### src/rtl/nsc_pkg.sv
package nsc_pkg;
    localparam int CNT_W = 6;

    typedef enum logic [1:0] {
        KIND_DATA = 2'b00,
        KIND_CMD  = 2'b01,
        KIND_ADDR = 2'b10,
        KIND_RSVD = 2'b11
    } nsc_kind_e;

    typedef enum logic [2:0] {
        ST_IDLE,
        ST_SETUP,
        ST_STROBE,
        ST_HOLD,
        ST_TURN
    } nsc_state_e;

    typedef struct packed {
        logic [CNT_W-1:0] setup;
        logic [CNT_W-1:0] strobe;
        logic [CNT_W-1:0] hold;
        logic [CNT_W-1:0] turn;
    } nsc_timing_t;
endpackage

### src/rtl/nsc_rdy_sync.sv
module nsc_rdy_sync #(
    parameter int STAGES = 2
) (
    input  logic clk,
    input  logic rst_n,
    input  logic d_in,
    output logic q_out
);
    logic [STAGES-1:0] chain_q;

    generate
        for (genvar i = 0; i < STAGES; i++) begin : g_stage
            always_ff @(posedge clk or negedge rst_n) begin
                if (!rst_n)
                    chain_q[i] <= 1'b0;
                else if (i == 0)
                    chain_q[i] <= d_in;
                else
                    chain_q[i] <= chain_q[(i == 0) ? 0 : i-1];
            end
        end
    endgenerate

    assign q_out = chain_q[STAGES-1];
endmodule

### src/rtl/nsc_timing_sel.sv
module nsc_timing_sel
    import nsc_pkg::*;
(
    input  logic [31:0]  cfg,
    input  logic         is_write,
    output nsc_timing_t  tim
);
    localparam int WS_LO = 26, WS_W = 4;
    localparam int WT_LO = 20, WT_W = 6;
    localparam int WH_LO = 17, WH_W = 3;
    localparam int RS_LO = 13, RS_W = 4;
    localparam int RT_LO = 7,  RT_W = 6;
    localparam int RH_LO = 4,  RH_W = 3;
    localparam int TA_LO = 2,  TA_W = 2;

    always_comb begin
        tim.turn = CNT_W'(cfg[TA_LO +: TA_W]);
        if (is_write) begin
            tim.setup  = CNT_W'(cfg[WS_LO +: WS_W]);
            tim.strobe = CNT_W'(cfg[WT_LO +: WT_W]);
            tim.hold   = CNT_W'(cfg[WH_LO +: WH_W]);
        end else begin
            tim.setup  = CNT_W'(cfg[RS_LO +: RS_W]);
            tim.strobe = CNT_W'(cfg[RT_LO +: RT_W]);
            tim.hold   = CNT_W'(cfg[RH_LO +: RH_W]);
        end
    end
endmodule

### src/rtl/nsc_phase_timer.sv
module nsc_phase_timer #(
    parameter int W = 6
) (
    input  logic         clk,
    input  logic         rst_n,
    input  logic         load,
    input  logic [W-1:0] load_val,
    output logic         last
);
    logic [W-1:0] cnt_q;

    always_ff @(posedge clk or negedge rst_n) begin
        if (!rst_n)
            cnt_q <= '0;
        else if (load)
            cnt_q <= load_val;
        else if (cnt_q != '0)
            cnt_q <= cnt_q - 1'b1;
    end

    assign last = (cnt_q == '0);
endmodule

### src/rtl/nand_strobe_ctrl.sv
module nand_strobe_ctrl
    import nsc_pkg::*;
#(
    parameter int DATA_W      = 8,
    parameter int SYNC_STAGES = 2
) (
    input  logic              clk,
    input  logic              rst_n,
    input  logic [31:0]       cfg_timing,
    input  logic              req_valid,
    input  logic              req_write,
    input  logic [1:0]        req_kind,
    input  logic [DATA_W-1:0] req_wdata,
    output logic              req_ready,
    output logic              done,
    output logic              rd_valid,
    output logic [DATA_W-1:0] rd_data,
    output logic              cs_n,
    output logic              we_n,
    output logic              oe_n,
    output logic              cle,
    output logic              ale,
    output logic [DATA_W-1:0] bus_dout,
    output logic              bus_oe,
    input  logic [DATA_W-1:0] bus_din,
    input  logic              rb_n_in,
    output logic              dev_ready
);
    nsc_state_e        state_q, state_d;
    nsc_timing_t       tim_live, tim_q;
    logic              wr_q;
    nsc_kind_e         kind_q;
    logic [DATA_W-1:0] wdata_q;
    logic [DATA_W-1:0] rdata_q;
    logic              rvalid_q, done_q;
    logic              tmr_load, tmr_last;
    logic [CNT_W-1:0]  tmr_val;
    logic              accept;

    nsc_timing_sel u_sel (
        .cfg      (cfg_timing),
        .is_write (req_write),
        .tim      (tim_live)
    );

    nsc_phase_timer #(.W(CNT_W)) u_tmr (
        .clk      (clk),
        .rst_n    (rst_n),
        .load     (tmr_load),
        .load_val (tmr_val),
        .last     (tmr_last)
    );

    nsc_rdy_sync #(.STAGES(SYNC_STAGES)) u_sync (
        .clk   (clk),
        .rst_n (rst_n),
        .d_in  (rb_n_in),
        .q_out (dev_ready)
    );

    assign accept = (state_q == ST_IDLE) && req_valid;

    // next state and phase timer loading
    always_comb begin
        state_d  = state_q;
        tmr_load = 1'b0;
        tmr_val  = '0;
        unique case (state_q)
            ST_IDLE: if (req_valid) begin
                state_d  = ST_SETUP;
                tmr_load = 1'b1;
                tmr_val  = tim_live.setup;
            end
            ST_SETUP: if (tmr_last) begin
                state_d  = ST_STROBE;
                tmr_load = 1'b1;
                tmr_val  = tim_q.strobe;
            end
            ST_STROBE: if (tmr_last) begin
                state_d  = ST_HOLD;
                tmr_load = 1'b1;
                tmr_val  = tim_q.hold;
            end
            ST_HOLD: if (tmr_last) begin
                state_d  = ST_TURN;
                tmr_load = 1'b1;
                tmr_val  = tim_q.turn;
            end
            ST_TURN: if (tmr_last) state_d = ST_IDLE;
            default: state_d = ST_IDLE;
        endcase
    end

    // state register and request snapshot
    always_ff @(posedge clk or negedge rst_n) begin
        if (!rst_n) begin
            state_q  <= ST_IDLE;
            tim_q    <= '0;
            wr_q     <= 1'b0;
            kind_q   <= KIND_DATA;
            wdata_q  <= '0;
            rdata_q  <= '0;
            rvalid_q <= 1'b0;
            done_q   <= 1'b0;
        end else begin
            state_q  <= state_d;
            rvalid_q <= (state_q == ST_STROBE) && tmr_last && !wr_q;
            done_q   <= (state_q == ST_HOLD) && tmr_last;
            if (accept) begin
                tim_q   <= tim_live;
                wr_q    <= req_write;
                kind_q  <= nsc_kind_e'(req_kind);
                wdata_q <= req_wdata;
            end
            if ((state_q == ST_STROBE) && tmr_last && !wr_q)
                rdata_q <= bus_din;
        end
    end

    // output decode
    always_comb begin
        logic act;
        act       = (state_q == ST_SETUP) || (state_q == ST_STROBE) || (state_q == ST_HOLD);
        req_ready = (state_q == ST_IDLE);
        cs_n      = !act;
        we_n      = !((state_q == ST_STROBE) && wr_q);
        oe_n      = !((state_q == ST_STROBE) && !wr_q);
        cle       = act && (kind_q == KIND_CMD);
        ale       = act && (kind_q == KIND_ADDR);
        bus_oe    = act && wr_q;
        bus_dout  = wdata_q;
        done      = done_q;
        rd_valid  = rvalid_q;
        rd_data   = rdata_q;
    end
endmodule

### config.mk
export PLATFORM = sky130hd
export DESIGN_NAME = nand_strobe_ctrl
export DESIGN_NICKNAME = d
export VERILOG_FILES = /design/src/rtl/nsc_pkg.sv /design/src/rtl/nsc_rdy_sync.sv /design/src/rtl/nsc_timing_sel.sv /design/src/rtl/nsc_phase_timer.sv /design/src/rtl/nand_strobe_ctrl.sv
export SDC_FILE = /design/constraint.sdc
export NUM_CORES = 1
export LEC_CHECK = 0
export BUFFER_PORTS_ARGS = -buffer_cell sky130_fd_sc_hd__buf_2
export CORE_MARGIN = 2
export CORE_UTILIZATION = 53
export CTS_BUF_LIST = sky130_fd_sc_hd__clkbuf_4
export CTS_CLUSTER_SIZE = 14
export DETAILED_ROUTE_END_ITERATION = 8
export PLACE_DENSITY = 0.86
export RECOVER_POWER = 25
export SLEW_MARGIN = 20
export SYNTH_ARGS = -nofsm -noshare
export SYNTH_HDL_FRONTEND = slang
export SYNTH_SLANG_ARGS = --single-unit
### constraint.sdc
create_clock -name clk -period 3.9 [get_ports clk]
set_input_delay 0.195 -clock clk [delete_from_list [all_inputs] [get_ports clk]]
set_output_delay 0.195 -clock clk [all_outputs]
set_load 0.005 [all_outputs]
==> results_dict.tcl, run 1 <==
set metrics [dict create \
    outcome "finished with violations" \
    violations "max-capacitance violations, max-slew violations" \
    power_uw 789.7 \
    ir_worst_vdd_uv 194.3 \
    hold_violations 0 \
    gp_congestion 0.8441 \
    grt_max_degree 44 \
    grt_usage_pct 22.85 \
    worst_pin_slew_ps 2228 \
    clockRootBuffer "clkbuf_4" \
    syn_inst 197 \
    synth_largest_area_cell "dfrtp_1" \
    drv_slew 44 \
    setup_tns_ps 0 \
    synthArstFlopShare_pct 100.0 \
    ant_nets 0 \
    numPortBuffers 76 \
    ioPinCount 81 \
    synth_area_per_cell_um2 10.52 \
    worst_slack_ps 1584 \
    area_growth_syn_to_layout_pct 22.69 \
    synth_seq_cells 43 \
    crit_family "buffers and inverters" \
    synth_top_area_share_pct 51.90 \
    core_area_um2 3716 \
    die_area_um2 4428 \
    netlist_area_um2 2073 \
    drc 0 \
    synth.most_common_cell "nand2_1" \
    slew_headroom_pct -48.54 \
    ff2ff_setup_slack_ps 1810 \
    post_synth_num_cell_types 39 \
    synth_top_cells_by_area "dfrtp_1, nand2_1, mux2i_1, mux2_4, o21ai_0" \
    rows 22 \
    min_period_over_period_pct 59.39 \
    ys_warn_count 0 \
    r2r_cells 3 \
    holdCritPathClass "in -> reg" \
    start_kind "primary input" \
    die-width_um 66.55 \
    clock-sinks 43 \
    p_per_area_nw_per_um2 310.5 \
    num_vias 1672 \
    drt_iter0_drc 125 \
    crit_buf_inv 2 \
    critPathMaxFanout 43 \
    first_pass_iters 4 \
    fillers 324 \
    start_util_pct 55.79 \
    cts_tree "done" \
    cp_slowest_cell "clkbuf_1" \
    grt_pass1_vias 1637 \
    post-dp-hpwl_mm 3.269 \
    maxCapViolCount 1 \
    drt-total-wl_mm 4.456 \
    dpl-instance-area_um2 2440 \
    synth-edff-count 0 \
    finalSetupViolCount 0 \
    die_h_um 66.55 \
    nets 330 \
    numCtsBuffers 5 \
    wl_per_cell_um 13.84 \
    max-clock-path-buffers 2 \
    clk_latency_ps 360 \
    seq_area_frac_synth_pct 51.90 \
    cts_resized 0 \
    min_delay_worst_endpoint "kind_q[1]" \
    hold_ws_ps 14.09 \
    antenna_found_initial 0 \
    yosys-top-cells-count "nand2_1, dfrtp_1, mux2i_1, o21ai_0, mux2_4" \
    synth_ff_type "dfrtp_1" \
    crit_path_max_incr_delay_ps 1590 \
    layout-drive-gt1-share_pct 31.02 \
    num_antenna_cells 0 \
    holdPathStages 3 \
    synth_fp_nets 254 \
    skew_ps 11.70 \
    reg2reg_to "u_tmr.cnt_q[2]" \
    pre_cts_ws_ps 1818 \
    cp-end-kind "async pin" \
    drt-vias-per-instance 5.193 \
    crit_type "in -> async" \
    path_clk_slew_ps 120 \
    cts_htree_levels 2 \
    max_freq_ghz 0.4317 \
    rsz0062_at_grt "false" \
    grt_first_pass_wirelength_mm 7.424 \
    hp-start "req_kind[1]" \
    r2r-start "state_q[1]" \
    fin_crit_ps 2316 \
    p_leak_nw 1.336 \
    fin_area_um2 2544 \
    crit_arrival_ps 2340 \
    crit_chain "dlygate4sd3_1, clkbuf_1" \
    critPathRequiredTime_ps 3920 \
    cp_num_cells 2 \
    grt-ovfl-total 0 \
]
worst max path at each step:
stage	start	endpoint	slack (ps)
6_report	rst_n	bus_dout[5]	1580
5_1_grt	rst_n	bus_dout[6]	1130
2_1_floorplan	u_tmr.cnt_q[0]	rd_data[0]	2250
4_1_cts	state_q[1]	u_tmr.cnt_q[2]	1780
3_5_place_dp	state_q[1]	u_tmr.cnt_q[2]	1820
3_3_place_gp	state_q[1]	u_tmr.cnt_q[2]	1840
area by class of cell:
| class | count | area (um2) | area share [%] |
|---|---|---|---|
| clock buffer | 5 | 37.54 | 1.476 |
| sequential | 43 | 1076 | 42.30 |
| tap | 48 | 60.06 | 2.361 |
| multi-input combinational | 139 | 908.4 | 35.71 |
| clock inverter | 3 | 43.79 | 1.722 |
| timing repair buffer | 80 | 402.9 | 15.84 |
| inverter | 4 | 15.01 | 0.5903 |
state kept, by name, indices dropped and copies added (netlist names):
signal	cells
state_q	3
rd_valid	1
tim_q	11
kind_q	2
wr_q	1
done	1
u_tmr.cnt_q	6
bus_dout	8
u_sync.q_out	1
rd_data	8
u_sync.chain_q	1
cell usage in the layout, fill, tap and decap left out, types with 5 or more instances in the layout:
master,Yosys,layout
clkbuf_4,0,5
nor2_1,7,7
mux2_4,8,8
buf_2,2,62
clkbuf_1,4,13
nand2_1,56,56
mux2i_1,12,12
o21ai_0,12,12
dfrtp_1,43,43
routing by layer:
metal  routed length, um  vias up  GRT usage [%]
met1                1778      786          28.43
li1                    -      815              -
met3                 282       11          4.730
met2                2268       60          38.13
met4                 127        0          10.46
met5                   0        -              0
timing repair:
action	in CTS	in global routing
hold endpoints to repair	46	0
hold buffers	4	0
buffers inserted	0	0
power breakdown:
group          total, mW  internal [mW]  switching (mW)  leakage [nW]
registers          0.454          0.451         0.00286         0.558
logic             0.0587         0.0338          0.0249         0.733
clock network      0.277          0.135           0.142        0.0452
logic make-up after synthesis:
kind of cell               Yosys count  synth area share (%)
DFF                                 43                 51.90
buffers and inverters               15                 4.284
muxes                               23                 13.22
adders and majority gates            2                 1.207
and+or+nand+nor                     84                 19.19
xor gates and xnor gates             5                 2.112
AOI/OAI and AO/OA                   25                 8.087
per-stage QoR:
| step | util, % | cells |
|---|---|---|
| floorplan | - | 197 |
| global placement | 65.66 | 310 |
| detailed placement | 65.66 | 310 |
| CTS | 68.92 | 322 |
| global route | 68.45 | 322 |
| finish | 68.45 | 322 |
(Power assumes the default switching activity.)
==> run 2, diff against run 1 <==
- CORE_UTILIZATION: 53 -> 45
- PLACE_DENSITY: 0.86 -> 0.78
- clock period: 3.9 -> 1.9 ns (I/O delays scaled with it)
==> run 2 against run 1 <==
Against the previous run:
- register-to-register slack worse by 1600 ps
- clock skew is 1.4 ps lower
- critical endpoint is now ale
- clock-buffer cell count grew 1
- total power increased by 130%
- the run now ends clean
- die area is 17% higher
- global-route usage shrank 3.3 points
- sequential share of layout area shrank 4.2 points
- largest cell class unchanged
- worst hold slack improved by 9.3 ps
- largest power group unchanged
==> results_dict.tcl, run 2 (synthesis gave the netlist of run 1 again) <==
set metrics [dict create \
    clock-sinks 43 \
    hold_ws_ps 23.39 \
    ff2ff_setup_slack_ps 170 \
    rows 24 \
    antenna_found_initial 0 \
    max_freq_ghz 0.5637 \
    drt-total-wl_mm 4.668 \
    pwr-share-seq_pct 51.6 \
    grt_usage_pct 19.55 \
    num_antenna_cells 0 \
    die-width_um 71.88 \
    ant_nets 0 \
    swShare_pct 19.73 \
    start_util_pct 47.29 \
    num_vias 1753 \
    critPathRequiredTime_ps 1800 \
    ioPinCount 81 \
    crit_path_frequent_cell "buf_4" \
    r2r_cells 6 \
    largest_reg_flops 11 \
    gp_congestion 0.8153 \
    layout-drive-gt1-share_pct 35.79 \
    max-clock-path-buffers 2 \
    drt_iter0_drc 76 \
    area_growth_syn_to_layout_pct 36.15 \
    grt_first_pass_wirelength_mm 7.852 \
    p_sw_uw 355.9 \
    grt_max_degree 44 \
    crit_buf_inv 3 \
    holdCritPathClass "in -> reg" \
    comb_power_share_pct 8.5 \
    post-dp-hpwl_mm 3.169 \
    grt-ovfl-total 0 \
    fin_area_um2 2823 \
    fin_crit_ps 1774 \
    largest_register "tim_q" \
    maxCapViolCount 0 \
    r2r-start "u_tmr.cnt_q[0]" \
    rsz0062_at_grt "false" \
    crit_type "reg -> out" \
    outcome "finished, final reports clean" \
    first_pass_iters 4 \
    grt_pass1_vias 1734 \
    power_mw 1.803 \
    instances_no_fill 351 \
    setup_tns_ps 0 \
    core_area_um2 4384 \
    hold_violations 0 \
    p_per_area_nw_per_um2 638.9 \
    numCtsBuffers 5 \
    final_common_cell "buf_2" \
    cts_htree_levels 2 \
    cp-end-kind "output port" \
    mostFrequentLayoutCells "buf_2, nand2_1, dfrtp_1, dlygate4sd3_1" \
    dp_cells 321 \
    start_kind "flop" \
    ir_worst_vdd_uv 431.5 \
    critPathMaxFanout 9 \
    drv_slew 0 \
    wl_per_cell_um 13.30 \
    cts_tree "done" \
    die_h_um 71.88 \
    reg2reg_to "rd_data[6]" \
    path_clk_slew_ps 120 \
    dpl-instance-area_um2 2497 \
    crit_chain "buf_4, o21bai_1, buf_4, nor3b_1, buf_2" \
    finalSetupViolCount 0 \
    slew_headroom_pct 30.85 \
    clk_latency_ps 350 \
    crit_family "flip-flops" \
    drt-vias-per-instance 4.994 \
    numPortBuffers 76 \
    crit_path_max_incr_delay_ps 530 \
    pwr-share-clk_pct 39.9 \
    p_leak_nw 1.501 \
    hp-start "cfg_timing[7]" \
    cp_slowest_cell "dfrtp_1" \
    holdPathStages 3 \
    drc 0 \
    crit_arrival_ps 1680 \
    min_delay_worst_endpoint "tim_q[12]" \
    worst_pin_slew_ps 1037 \
    min_period_over_period_pct 93.38 \
    clockRootBuffer "clkbuf_4" \
    skew_ps 10.26 \
    die_area_um2 5166 \
    nets 355 \
    p_int_mw 1.447 \
]
[run 2: cell types whose count changed in the layout (fill, tap and decap cells not counted)]
| cell | change |
|---|---|
| buf_4 | +6 |
| clkinv_2 | -1 |
| bufinv_16 | +1 |
| buf_1 | -1 |
| clkbuf_2 | +1 |
| nor2b_1 | -1 |
| clkbuf_4 | +1 |
| buf_2 | +14 |
| clkbuf_1 | -13 |
| clkinv_4 | -1 |
| nor2b_2 | +1 |
| dlygate4sd3_1 | +18 |
[run 2: power by group through the flow]
stage / combinational [mW] / sequential, mW / clock (mW)
4_1_cts: 0.155 / 0.931 / 0.732
2_1_floorplan: 0.0366 / 0.949 / 0
3_3_place_gp: 0.118 / 0.948 / 0
5_1_grt: 0.170 / 0.933 / 0.762
6_report: 0.153 / 0.931 / 0.719
3_5_place_dp: 0.120 / 0.948 / 0
[run 2: tightest hold or removal path, cell delays in order]
cell	delay, ps
buf_2	70
mux2i_1	50
o21ai_0	120
[run 2: routing by layer]
| metal | share of wire, % | vias to the layer above | GRT usage (%) |
|---|---|---|---|
| li1 | - | 872 | - |
| met1 | 42 | 825 | 23.92 |
| met2 | 52 | 51 | 33.95 |
| met3 | 4.6 | 5 | 3.516 |
| met4 | 1.4 | 0 | 8.176 |
| met5 | 0 | - | 0 |
[run 2: area by class of cell]
type,count,area (um2)
clock buffers,6,45.04
clock inverters,2,60.06
fillers,368,1562
inverters,4,15.01
multi-input cells,139,910.9
flip-flops and latches,43,1076
well taps,52,65.06
repair buffers,105,650.6
[run 2: per-stage QoR]
step	setup slack (ps)	utilization (%)
3_3_place_gp	213.3	56.96
4_1_cts	101.7	64.38
2_1_floorplan	246.8	-
5_1_grt	16.12	64.38
6_report	125.9	64.38
3_5_place_dp	136.8	56.96
[run 2: worst max-delay path by stage]
stage	slack, ps	end	startpoint	cells past startpoint
floorplan	250	rd_data[0]	u_tmr.cnt_q[0]	7
global placement	210	rd_data[1]	u_tmr.cnt_q[0]	6
detailed placement	140	rd_data[6]	u_tmr.cnt_q[0]	6
CTS	100	ale	state_q[0]	5
global route	20	cle	state_q[0]	5
finish	130	ale	state_q[0]	5
[run 2: repair_timing]
item,4_1_cts,5_1_grt
gates resized for setup,0,1
hold buffers,22,0
endpoints found under the hold margin,64,0
buffers inserted,0,0
endpoints found under the setup margin,0,8
==> run 3, diff against run 2 <==
==> constraint.sdc (replaced) <==
create_clock -name clk -period 1.9 [get_ports clk]
set_input_delay 0.475 -clock clk [delete_from_list [all_inputs] [get_ports clk]]
set_output_delay 0.475 -clock clk [all_outputs]
set_load 0.005 [all_outputs]
==> run 3 against run 2 <==
Against the previous run:
- sequential share of layout area up 3.3 points
- flip-flop and latch count unchanged
- register-to-register slack hardly changed
- sequential power about the same
- combinational power is 22% lower
- routed wire length fell by 6.3%
- setup slack worse by 38 ps
- clock power shrank 41%
- total power is 18% lower
- core utilization down 5.0 points
- cell area down 7.8%
- clock skew hardly changed
==> results_dict.tcl, run 3 (synthesis gave the netlist of run 1 again) <==
set metrics [dict create \
    r2r_cells 6 \
    numPortBuffers 76 \
    num_antenna_cells 0 \
    start_kind "flop" \
    cts_tree "done" \
    crit_end "req_ready" \
    m1WireLength_mm 1.856 \
    grt_pass1_vias 1637 \
    cts_hold_buffers 0 \
    path_clk_slew_ps 120 \
    first_pass_iters 4 \
    setup_tns_ps 0 \
    reg2reg_to "rd_data[6]" \
    crit_path_max_incr_delay_ps 470 \
    post-dp-hpwl_mm 3.331 \
    largest_register "tim_q" \
    final_common_cell "buf_2" \
    crit_type "reg -> out" \
    largest_reg_flops 11 \
    hold_violations 0 \
    clk_latency_ps 350 \
    num_vias 1677 \
    gp_congestion 0.8745 \
    start_util_pct 47.29 \
    mostFrequentLayoutCells "buf_2, nand2_1, dfrtp_1, mux2i_1, o21ai_0" \
    routed.top_layer "met4" \
    outcome "finished, final reports clean" \
    area_growth_syn_to_layout_pct 25.53 \
    holdCritPathClass "in -> reg" \
    grt-ovfl-total 0 \
    slew_headroom_pct 26.68 \
    drt-total-wl_mm 4.376 \
    cp_slowest_cell "dfrtp_1" \
    crit_family "flip-flops" \
    layout-drive-gt1-share_pct 40.36 \
    worst_pin_slew_ps 1100 \
    max-clock-path-buffers 2 \
    antenna_found_initial 0 \
    cts_htree_levels 2 \
    clockRootBuffer "clkbuf_4" \
    ir_worst_vdd_uv 379.6 \
    wl_per_cell_um 13.18 \
    cp_num_cells 3 \
    critPathLaunch "state_q[1]" \
    fin_crit_ps 1812 \
    die_area_um2 5166 \
    wl_met2_mm 2.210 \
    crit_buf_inv 2 \
    met3_length_um 213 \
    hold_ws_ps 238.8 \
    p_per_area_nw_per_um2 565.8 \
    critPathRequiredTime_ps 1420 \
    ff2ff_setup_slack_ps 170 \
    rows 24 \
    critPathMaxFanout 7 \
    drc 0 \
    ant_nets 0 \
    die_h_um 71.88 \
    cp-end-kind "output port" \
    max_freq_ghz 0.5520 \
    drt-vias-per-instance 5.051 \
    crit_arrival_ps 1340 \
    maxCapViolCount 0 \
    nets 336 \
    skew_ps 10.19 \
    grt_usage_pct 19.09 \
    ioPinCount 81 \
    drt_iter0_drc 56 \
    fillers 386 \
    rsz0062_at_grt "false" \
    die-width_um 71.88 \
    min_period_over_period_pct 95.35 \
    clock-sinks 43 \
    p_leak_nw 1.407 \
    numCtsBuffers 5 \
    r2r-start "u_tmr.cnt_q[0]" \
    crit_chain "buf_4, nor3_4, buf_2" \
    core_area_um2 4384 \
    finalSetupViolCount 0 \
    grt_first_pass_wirelength_mm 7.507 \
    grt_max_degree 24 \
    drv_slew 0 \
]
==> run 3: timing repair <==
| item | CTS | global route |
|---|---|---|
| setup endpoints to repair | 6 | 11 |
| setup buffers | 2 | 0 |
| resized for setup | 4 | 5 |
==> run 3: power by group <==
group | internal (mW) | switching [mW]
combinational | 0.0683 | 0.0509
clock | 0.136 | 0.287
sequential | 0.926 | 0.00490
total | 1.13 | 0.343
==> run 3: worst reg2reg max path: cells and delay by family (launching register included) <==
| family | cells | cell delay [ps] |
|---|---|---|
| AND/OR/NAND/NOR | 3 | 580 |
| adder cells (fa/ha/maj) | 1 | 150 |
| buffers and inverters | 1 | 120 |
| flip-flops | 1 | 420 |
| multiplexers | 1 | 350 |
==> run 3: cell type report <==
class / count / area, um2 / share of cell area (%)
clock inverter: 3 / 15.01 / 0.5769
clock buffer: 5 / 37.54 / 1.442
tap: 52 / 65.06 / 2.500
multi-input combinational: 139 / 939.7 / 36.11
timing repair buffer: 86 / 451.7 / 17.36
inverter: 4 / 15.01 / 0.5769
sequential: 43 / 1079 / 41.44
==> run 3: how the worst min path moves through the flow <==
| stage | from | end | slack [ps] | depth (start not counted) |
|---|---|---|---|---|
| floorplan | rst_n | bus_dout[0] | 180 | 0 |
| global placement | u_sync.chain_q[0] | u_sync.q_out | 330 | 0 |
| CTS | rst_n | tim_q[15] | 70 | 1 |
| global route | rb_n_in | u_sync.chain_q[0] | 220 | 1 |
| detailed placement | u_sync.chain_q[0] | u_sync.q_out | 360 | 0 |
| finish | rb_n_in | u_sync.chain_q[0] | 240 | 1 |
==> run 3: per-stage QoR <==
stage	cell area [um2]	utilization (%)	instances	setup slack [ps]	total power, mW
3_5_place_dp	2517	57.42	322	116.9	1.076
3_3_place_gp	2517	57.42	322	209.2	1.070
6_report	2603	59.36	332	88.31	1.473
2_1_floorplan	2073	-	197	246.8	0.9859
5_1_grt	2603	59.36	332	10.30	1.553
4_1_cts	2594	59.16	332	30.87	1.499
==> run 3: metal layers <==
| metal | vias up | GRT usage, % |
|---|---|---|
| li1 | 837 | - |
| met1 | 779 | 23.23 |
| met2 | 55 | 31.89 |
| met3 | 6 | 3.938 |
| met4 | 0 | 10.06 |
| met5 | - | 0 |
